$ cat config.mk
export PLATFORM = sky130hd
export DESIGN_NAME = nstime_counter
export DESIGN_NICKNAME = d
export VERILOG_FILES = /design/src/rtl/tc_pkg.sv /design/src/rtl/tc_ctrl.sv /design/src/rtl/tc_comp.sv /design/src/rtl/tc_core.sv /design/src/rtl/nstime_counter.sv
export SDC_FILE = /design/constraint.sdc
export NUM_CORES = 1
export LEC_CHECK = 0
export BUFFER_PORTS_ARGS = -buffer_cell sky130_fd_sc_hd__buf_2
export CELL_PAD_IN_SITES_DETAIL_PLACEMENT = 1
export CELL_PAD_IN_SITES_GLOBAL_PLACEMENT = 1
export CORE_MARGIN = 5
export CORE_UTILIZATION = 47
export CTS_CLUSTER_SIZE = 8
export DETAILED_ROUTE_END_ITERATION = 8
export GPL_ROUTABILITY_DRIVEN = 1
export PLACE_DENSITY = 0.84
export SLEW_MARGIN = 20
export SYNTH_ARGS = -nofsm -noshare
export SYNTH_HDL_FRONTEND = slang
export SYNTH_SLANG_ARGS = --single-unit
$ cat constraint.sdc
create_clock -name clk -period 8.97 [get_ports clk]
set_input_delay 0.4485 -clock clk [delete_from_list [all_inputs] [get_ports clk]]
set_output_delay 0.4485 -clock clk [all_outputs]
set_load 0.02 [all_outputs]
$ cat src/rtl/tc_pkg.sv
package tc_pkg;
    localparam int REG_AW      = 3;
    localparam int REG_DW      = 32;
    localparam int DEF_W       = 4;
    localparam int COMP_W      = 12;
    localparam int CFG_RUN_BIT = 0;
    localparam int CFG_DEF_LSB = 4;
    localparam int CFG_CMP_LSB = 8;
    localparam int CFG_RST_BIT = 24;

    localparam logic [REG_AW-1:0] RA_CFG    = 3'd0;
    localparam logic [REG_AW-1:0] RA_STAT   = 3'd1;
    localparam logic [REG_AW-1:0] RA_FAST   = 3'd2;
    localparam logic [REG_AW-1:0] RA_SLOW   = 3'd3;
    localparam logic [REG_AW-1:0] RA_CNT_LO = 3'd4;
    localparam logic [REG_AW-1:0] RA_CNT_HI = 3'd5;

    typedef enum logic {ST_HALT, ST_RUN} run_state_e;
    typedef enum logic [1:0] {INC_DEFAULT, INC_FAST, INC_SLOW} inc_sel_e;

    typedef struct packed {
        logic              cmp0_rst;
        logic [COMP_W-1:0] comp_inc;
        logic [DEF_W-1:0]  def_inc;
        logic              run;
    } cfg_t;
endpackage

$ cat src/rtl/tc_ctrl.sv
module tc_ctrl
    import tc_pkg::*;
#(
    parameter int DEF_INC_RST  = 4,
    parameter int COMP_INC_RST = 4
) (
    input  logic              clk,
    input  logic              rst_n,
    input  logic              cfg_wr,
    input  logic              run_in,
    input  logic [DEF_W-1:0]  def_in,
    input  logic [COMP_W-1:0] comp_in,
    input  logic              rst_en_in,
    output cfg_t              cfg,
    output logic              running
);
    run_state_e state_q, state_d;

    always_ff @(posedge clk) begin
        if (!rst_n) begin
            cfg <= '{cmp0_rst: 1'b0, comp_inc: COMP_W'(COMP_INC_RST),
                     def_inc: DEF_W'(DEF_INC_RST), run: 1'b0};
        end else if (cfg_wr) begin
            cfg <= '{cmp0_rst: rst_en_in, comp_inc: comp_in,
                     def_inc: def_in, run: run_in};
        end
    end

    always_comb begin
        state_d = state_q;
        unique case (state_q)
            ST_HALT: if (cfg.run)  state_d = ST_RUN;
            ST_RUN:  if (!cfg.run) state_d = ST_HALT;
            default: state_d = ST_HALT;
        endcase
    end

    always_ff @(posedge clk) begin
        if (!rst_n) state_q <= ST_HALT;
        else        state_q <= state_d;
    end

    always_comb running = (state_q == ST_RUN);

    // a halted controller with the run bit clear stays halted
    p_halt_stays_r2: assert property (@(posedge clk) disable iff (!rst_n)
        (state_q == ST_HALT && !cfg.run) |=> !running);
endmodule

$ cat src/rtl/tc_comp.sv
module tc_comp
    import tc_pkg::*;
#(
    parameter int FAST_W = 24,
    parameter int SLOW_W = 32
) (
    input  logic              clk,
    input  logic              rst_n,
    input  logic              running,
    input  logic              fast_wr,
    input  logic              slow_wr,
    input  logic [REG_DW-1:0] wdata,
    output logic [FAST_W-1:0] fast_q,
    output logic [SLOW_W-1:0] slow_period,
    output inc_sel_e          inc_sel
);
    localparam logic [FAST_W-1:0] FAST_MAX = '1;

    logic [SLOW_W-1:0] slow_cnt;
    logic [FAST_W-1:0] fast_load;
    logic              slow_expire;

    always_comb begin
        fast_load   = (wdata > REG_DW'(FAST_MAX)) ? FAST_MAX : wdata[FAST_W-1:0];
        slow_expire = running && (slow_period != '0) && (slow_cnt <= SLOW_W'(1));
        if (running && fast_q != '0) inc_sel = INC_FAST;
        else if (slow_expire)        inc_sel = INC_SLOW;
        else                         inc_sel = INC_DEFAULT;
    end

    always_ff @(posedge clk) begin
        if (!rst_n)                         fast_q <= '0;
        else if (fast_wr)                   fast_q <= fast_load;
        else if (running && fast_q != '0)   fast_q <= fast_q - FAST_W'(1);
    end

    always_ff @(posedge clk) begin
        if (!rst_n) begin
            slow_period <= '0;
            slow_cnt    <= '0;
        end else if (slow_wr) begin
            slow_period <= wdata[SLOW_W-1:0];
            slow_cnt    <= wdata[SLOW_W-1:0];
        end else if (running && slow_period != '0) begin
            slow_cnt <= slow_expire ? slow_period : slow_cnt - SLOW_W'(1);
        end
    end

    p_fast_dec_r5: assert property (@(posedge clk) disable iff (!rst_n)
        (running && fast_q != '0 && !fast_wr) |=> fast_q == $past(fast_q) - FAST_W'(1));
    p_fast_hold_r5: assert property (@(posedge clk) disable iff (!rst_n)
        (!running && !fast_wr) |=> $stable(fast_q));
    p_slow_bound_r6: assert property (@(posedge clk) disable iff (!rst_n)
        (slow_period != '0) |-> slow_cnt <= slow_period);
    p_slow_off_r7: assert property (@(posedge clk) disable iff (!rst_n)
        (slow_period == '0) |-> inc_sel != INC_SLOW);
endmodule

$ cat src/rtl/tc_core.sv
module tc_core
    import tc_pkg::*;
#(
    parameter int HALF_W = 32,
    parameter int STEP_W = 12
) (
    input  logic                clk,
    input  logic                rst_n,
    input  logic                running,
    input  logic [STEP_W-1:0]   step,
    input  logic                cmp0_rst_en,
    input  logic                cmp0_hit,
    input  logic                lo_wr,
    input  logic                hi_wr,
    input  logic [HALF_W-1:0]   wdata,
    input  logic                ovf_clr,
    input  logic                snap,
    output logic [2*HALF_W-1:0] cnt_q,
    output logic                ovf_q,
    output logic [HALF_W-1:0]   hi_shadow
);
    localparam int CNT_W = 2 * HALF_W;

    logic [CNT_W:0] sum;
    logic           sw_load, wrap_zero, advance;

    always_comb begin
        sum       = {1'b0, cnt_q} + (CNT_W+1)'(step);
        sw_load   = lo_wr || hi_wr;
        wrap_zero = running && cmp0_rst_en && cmp0_hit && !sw_load;
        advance   = running && !sw_load && !wrap_zero;
    end

    always_ff @(posedge clk) begin
        if (!rst_n)          cnt_q <= '0;
        else if (lo_wr)      cnt_q[HALF_W-1:0] <= wdata;
        else if (hi_wr)      cnt_q[CNT_W-1:HALF_W] <= wdata;
        else if (wrap_zero)  cnt_q <= '0;
        else if (advance)    cnt_q <= sum[CNT_W-1:0];
    end

    always_ff @(posedge clk) begin
        if (!rst_n)                     ovf_q <= 1'b0;
        else if (advance && sum[CNT_W]) ovf_q <= 1'b1;
        else if (ovf_clr)               ovf_q <= 1'b0;
    end

    always_ff @(posedge clk) begin
        if (!rst_n)    hi_shadow <= '0;
        else if (snap) hi_shadow <= cnt_q[CNT_W-1:HALF_W];
    end

    p_halt_hold_r2: assert property (@(posedge clk) disable iff (!rst_n)
        (!running && !lo_wr && !hi_wr) |=> $stable(cnt_q));
    p_step_r4: assert property (@(posedge clk) disable iff (!rst_n)
        advance |=> cnt_q == $past(cnt_q) + CNT_W'($past(step)));
    p_ovf_sticky_r3: assert property (@(posedge clk) disable iff (!rst_n)
        (ovf_q && !ovf_clr) |=> ovf_q);
    p_wrap_zero_r10: assert property (@(posedge clk) disable iff (!rst_n)
        (running && cmp0_rst_en && cmp0_hit && !lo_wr && !hi_wr) |=> cnt_q == '0);
    p_snap_r9: assert property (@(posedge clk) disable iff (!rst_n)
        snap |=> hi_shadow == $past(cnt_q[CNT_W-1:HALF_W]));
endmodule

$ cat src/rtl/nstime_counter.sv
module nstime_counter
    import tc_pkg::*;
#(
    parameter int DEF_INC_RST  = 4,
    parameter int COMP_INC_RST = 4,
    parameter int FAST_W       = 24,
    parameter int SLOW_W       = 32
) (
    input  logic                clk,
    input  logic                rst_n,
    input  logic                wr_en,
    input  logic [REG_AW-1:0]   addr,
    input  logic [REG_DW-1:0]   wr_data,
    input  logic                rd_en,
    output logic [REG_DW-1:0]   rd_data,
    input  logic                cmp0_hit,
    output logic [2*REG_DW-1:0] count,
    output logic                ovf
);
    cfg_t              cfg;
    logic              running;
    logic [FAST_W-1:0] fast_q;
    logic [SLOW_W-1:0] slow_period;
    inc_sel_e          inc_sel;
    logic [COMP_W-1:0] step;
    logic [REG_DW-1:0] hi_shadow;

    tc_ctrl #(.DEF_INC_RST(DEF_INC_RST), .COMP_INC_RST(COMP_INC_RST)) u_ctrl (
        .clk(clk), .rst_n(rst_n),
        .cfg_wr(wr_en && addr == RA_CFG),
        .run_in(wr_data[CFG_RUN_BIT]),
        .def_in(wr_data[CFG_DEF_LSB +: DEF_W]),
        .comp_in(wr_data[CFG_CMP_LSB +: COMP_W]),
        .rst_en_in(wr_data[CFG_RST_BIT]),
        .cfg(cfg), .running(running)
    );

    tc_comp #(.FAST_W(FAST_W), .SLOW_W(SLOW_W)) u_comp (
        .clk(clk), .rst_n(rst_n), .running(running),
        .fast_wr(wr_en && addr == RA_FAST),
        .slow_wr(wr_en && addr == RA_SLOW),
        .wdata(wr_data), .fast_q(fast_q),
        .slow_period(slow_period), .inc_sel(inc_sel)
    );

    always_comb begin
        unique case (inc_sel)
            INC_FAST, INC_SLOW: step = cfg.comp_inc;
            default:            step = {{(COMP_W-DEF_W){1'b0}}, cfg.def_inc};
        endcase
    end

    tc_core #(.HALF_W(REG_DW), .STEP_W(COMP_W)) u_core (
        .clk(clk), .rst_n(rst_n), .running(running), .step(step),
        .cmp0_rst_en(cfg.cmp0_rst), .cmp0_hit(cmp0_hit),
        .lo_wr(wr_en && addr == RA_CNT_LO),
        .hi_wr(wr_en && addr == RA_CNT_HI),
        .wdata(wr_data),
        .ovf_clr(wr_en && addr == RA_STAT && wr_data[0]),
        .snap(rd_en && addr == RA_CNT_LO),
        .cnt_q(count), .ovf_q(ovf), .hi_shadow(hi_shadow)
    );

    always_comb begin
        rd_data = '0;
        case (addr)
            RA_CFG: begin
                rd_data[CFG_RUN_BIT]             = cfg.run;
                rd_data[CFG_DEF_LSB +: DEF_W]    = cfg.def_inc;
                rd_data[CFG_CMP_LSB +: COMP_W]   = cfg.comp_inc;
                rd_data[CFG_RST_BIT]             = cfg.cmp0_rst;
            end
            RA_STAT:   rd_data[0] = ovf;
            RA_FAST:   rd_data = REG_DW'(fast_q);
            RA_SLOW:   rd_data = REG_DW'(slow_period);
            RA_CNT_LO: rd_data = count[REG_DW-1:0];
            RA_CNT_HI: rd_data = hi_shadow;
            default:   rd_data = '0;
        endcase
    end
endmodule

==> out/metrics.csv <==
metric,value,unit
synthesized netlist cell count,1695,
Root Buffer,clkbuf_16,
routed wire length,65.0,mm
sw frac,33.0,%
Residual DRC,0,
number of top-level pins,137,
largest family of logic cells by synthesized area,compound AO/OA/AOI/OAI gates,
clock-pin slew on the worst setup and hold paths,50,ps
starting density of the core,47.7,%
r2r endpoint,u_core.cnt_q[27],
Power Dens Cells,176,nW/µm²
post-synth cell types,89,
simple-gate portion of the synthesized area,25.9,%
CTS Sinks,204,
DR vias/cell,7.27,
post-route ant nets,0,
Final Cycle Share,62.3,%
fin. max-slew vios,0,
cts hold-fix bufs,0,
Reg power frac,41.4,%
Placed Area,13500,µm²
worst skew pair latency,570,ps
"Avg Cell Area, Syn",7.56,µm²
reg-to-reg startpoint,u_comp.slow_cnt[16],
syn nets,1753,
count of warnings emitted by yosys,0,
CTS Buffer Depth,3,
"Setup Fix Bufs, Post-CTS",0,
Worst VDD drop,0.137,mV
clk_skew,29.0,ps
Setup crit start kind,flop,
final hold viol count,0,
Pre-antenna DRT Iters,6,
R2R setup slack,3380,ps
top achievable clock speed,0.179,GHz
Port Buf Inserts,136,
Clk pwr share,40.1,%
number of synthesized register bits,204,
post-synthesis compound-gate area fraction,30.0,%
dpl hpwl,45.4,mm
Adder-Cell Fraction of Synth Area,1.82,%
RSZ-0062 raised after global routing,false,
top_reg_cell synth,dfxtp_1,
post-synthesis mux area share,3.28,%
CP arrival,5990,ps
core box area,26900,µm²
worst hold margin,279,ps
num rows,60,
die width,175,µm
share of flip-flops with an asynchronous set or reset,0,%
Crit Path Category,flop to flop,
Worst Reg2Reg Path Length in Cells,13,
hold path depth,3,
share of layout cells above drive strength 1,12.9,%
# setup viols final,0,
status,finished clean,
Critical Path Fanout Max,15,
Die ar.,30700,µm²
Leak,5.25,nW
CTS H-tree lvls,1,
Synth-to-Final Area Change,11.4,%
CTS tree,yes,
Iteration-0 DRC Markers,2009,
GPL Wtd Cong,0.998,
Hold Path Sink,u_ctrl.cfg[17],
Slew @ Worst Pin,1150,ps
max cap viols,0,
initial antenna violation count,5,
Combinational Power Share,18.4,%
setup tns final,0,ps
most frequent cells in the layout,"nand2_1 (275), dfxtp_1 (204), a21oi_1 (174), buf_2 (136), o21ai_0 (108)",
first-pass GRT wire length,95.7,mm
Period minus WS final,5590,ps
wire per inst,31.0,µm
total global-route track usage,40.5,%
die height,175,µm
hold path startpoint,wr_data[24],
"most common cell after layout, fill and taps aside",nand2_1,
Internal,1.69,mW
hold crit path type,primary input to flop,
post-route cell area,14300,µm²
Total Nets Final,1810,
vias in the first global route,14900,
CP Data Required Time,9370,ps
pin count of the biggest net entering global routing,71,
routed via count,15200,
sequential area share after synthesis,31.9,%
xor/xnor cell area share of the yosys netlist,1.64,%
synthesized area,12800,µm²
Sw Pwr,0.830,mW
CP Capture Type,flop,
Max-slew headroom,23.2,%
cts bufs inserted,29,
Post-synth EDFFs,0,
cts repair resizes,0,
GR Overflow Total,0,
==> layer usage <==
layer  up-vias  routed length [µm]  GRT usage [%]
li1       6503                   -              -
met1      7454               24600           51.8
met4         4                4620           23.0
met5         -                  24              0
met3       242                7280           8.96
met2      1040               28500           63.2
==> synthesized netlist by cell type (14+ instances only) <==
| library cell | instances | area [µm²] |
|---|---|---|
| inv_1 | 26 | 97.6 |
| clkbuf_1 | 93 | 349 |
| nand3_1 | 44 | 220 |
| o21ai_0 | 108 | 541 |
| a31oi_1 | 26 | 163 |
| nor3_1 | 48 | 240 |
| nand4_1 | 38 | 238 |
| a211oi_1 | 16 | 120 |
| a22o_1 | 15 | 131 |
| nand2_1 | 277 | 1040 |
| ha_1 | 17 | 213 |
| xnor2_1 | 15 | 131 |
| and3_1 | 26 | 163 |
| a22oi_1 | 32 | 240 |
| nor4_1 | 35 | 219 |
| buf_2 | 14 | 70.1 |
| nor2_1 | 94 | 353 |
| and2_1 | 29 | 181 |
| or4_1 | 17 | 128 |
| o221ai_1 | 19 | 166 |
| a21oi_1 | 176 | 881 |
| o211ai_1 | 18 | 135 |
| a221oi_1 | 16 | 140 |
| a221o_1 | 14 | 140 |
| mux2i_1 | 33 | 330 |
| dfxtp_1 | 204 | 4080 |
==> state kept, by name (all words and copies together) (netlist names) <==
name / count
u_comp.fast_q: 24
u_core.hi_shadow: 32
u_comp.slow_period: 32
u_ctrl.cfg: 18
u_ctrl.running: 1
u_core.cnt_q: 64
u_comp.slow_cnt: 32
u_core.ovf_q: 1
==> how the worst max path moves through the flow <==
stage               cells past startpoint          endpoint           startpoint
floorplan                              17  u_core.cnt_q[40]  u_comp.slow_cnt[20]
global placement                       13  u_core.cnt_q[60]  u_comp.slow_cnt[16]
detailed placement                     13  u_core.cnt_q[27]  u_comp.slow_cnt[16]
CTS                                    13  u_core.cnt_q[51]  u_comp.slow_cnt[16]
global route                           13  u_core.cnt_q[51]  u_comp.slow_cnt[16]
finish                                 13  u_core.cnt_q[27]  u_comp.slow_cnt[16]
==> power by group through the flow <==
stage,Combinational [mW],Clock [mW],Sequential [mW]
2_1_floorplan,0.284,0,1.03
4_1_cts,0.449,1.01,1.03
6_report,0.463,1.01,1.04
5_1_grt,0.487,1.04,1.04
3_5_place_dp,0.445,0,1.05
3_3_place_gp,0.432,0,1.05
==> through the flow <==
| stage | total power [mW] | worst slack, ps | std cells | utilization [%] |
|---|---|---|---|---|
| 2_1_floorplan | 1.32 | 4650 | 1695 | - |
| 3_3_place_gp | 1.48 | 3800 | 2062 | 50.2 |
| 3_5_place_dp | 1.50 | 3610 | 2062 | 50.2 |
| 4_1_cts | 2.49 | 3560 | 2093 | 53.0 |
| 5_1_grt | 2.57 | 3160 | 2093 | 53.1 |
| 6_report | 2.52 | 3380 | 2097 | 53.1 |
==> worst max-delay path, cell delays in order, from the launching register on <==
cell and delay, ps:
dfxtp_1 380, nor4_1 770, nand4_1 320, nor3_4 630
nand2_1 240, nand2_2 260, mux2_2 390, ha_1 310
a21o_1 200, a221oi_1 640, a211o_1 450, a21oi_1 160
a2111oi_0 550, nor3_1 100
==> kinds of logic after synthesis <==
logic type | count (synthesis)
DFF | 204
buffers and inverters | 154
adders and majority gates | 18
AOI/OAI and AO/OA | 580
and+or+nand+nor | 674
muxes | 41
xor gates and xnor gates | 24
==> area by class of cell <==
cell class / instances / area, µm²
well taps: 341 / 427
diodes: 4 / 10.0
clock buffers: 29 / 726
flip-flops and latches: 204 / 4080
inverters: 26 / 100
repair buffers: 154 / 816
fillers: 3403 / 12600
multi-input cells: 1337 / 8070
clock inverters: 2 / 38.8
Note: power is estimated with default switching activity, not from simulation.
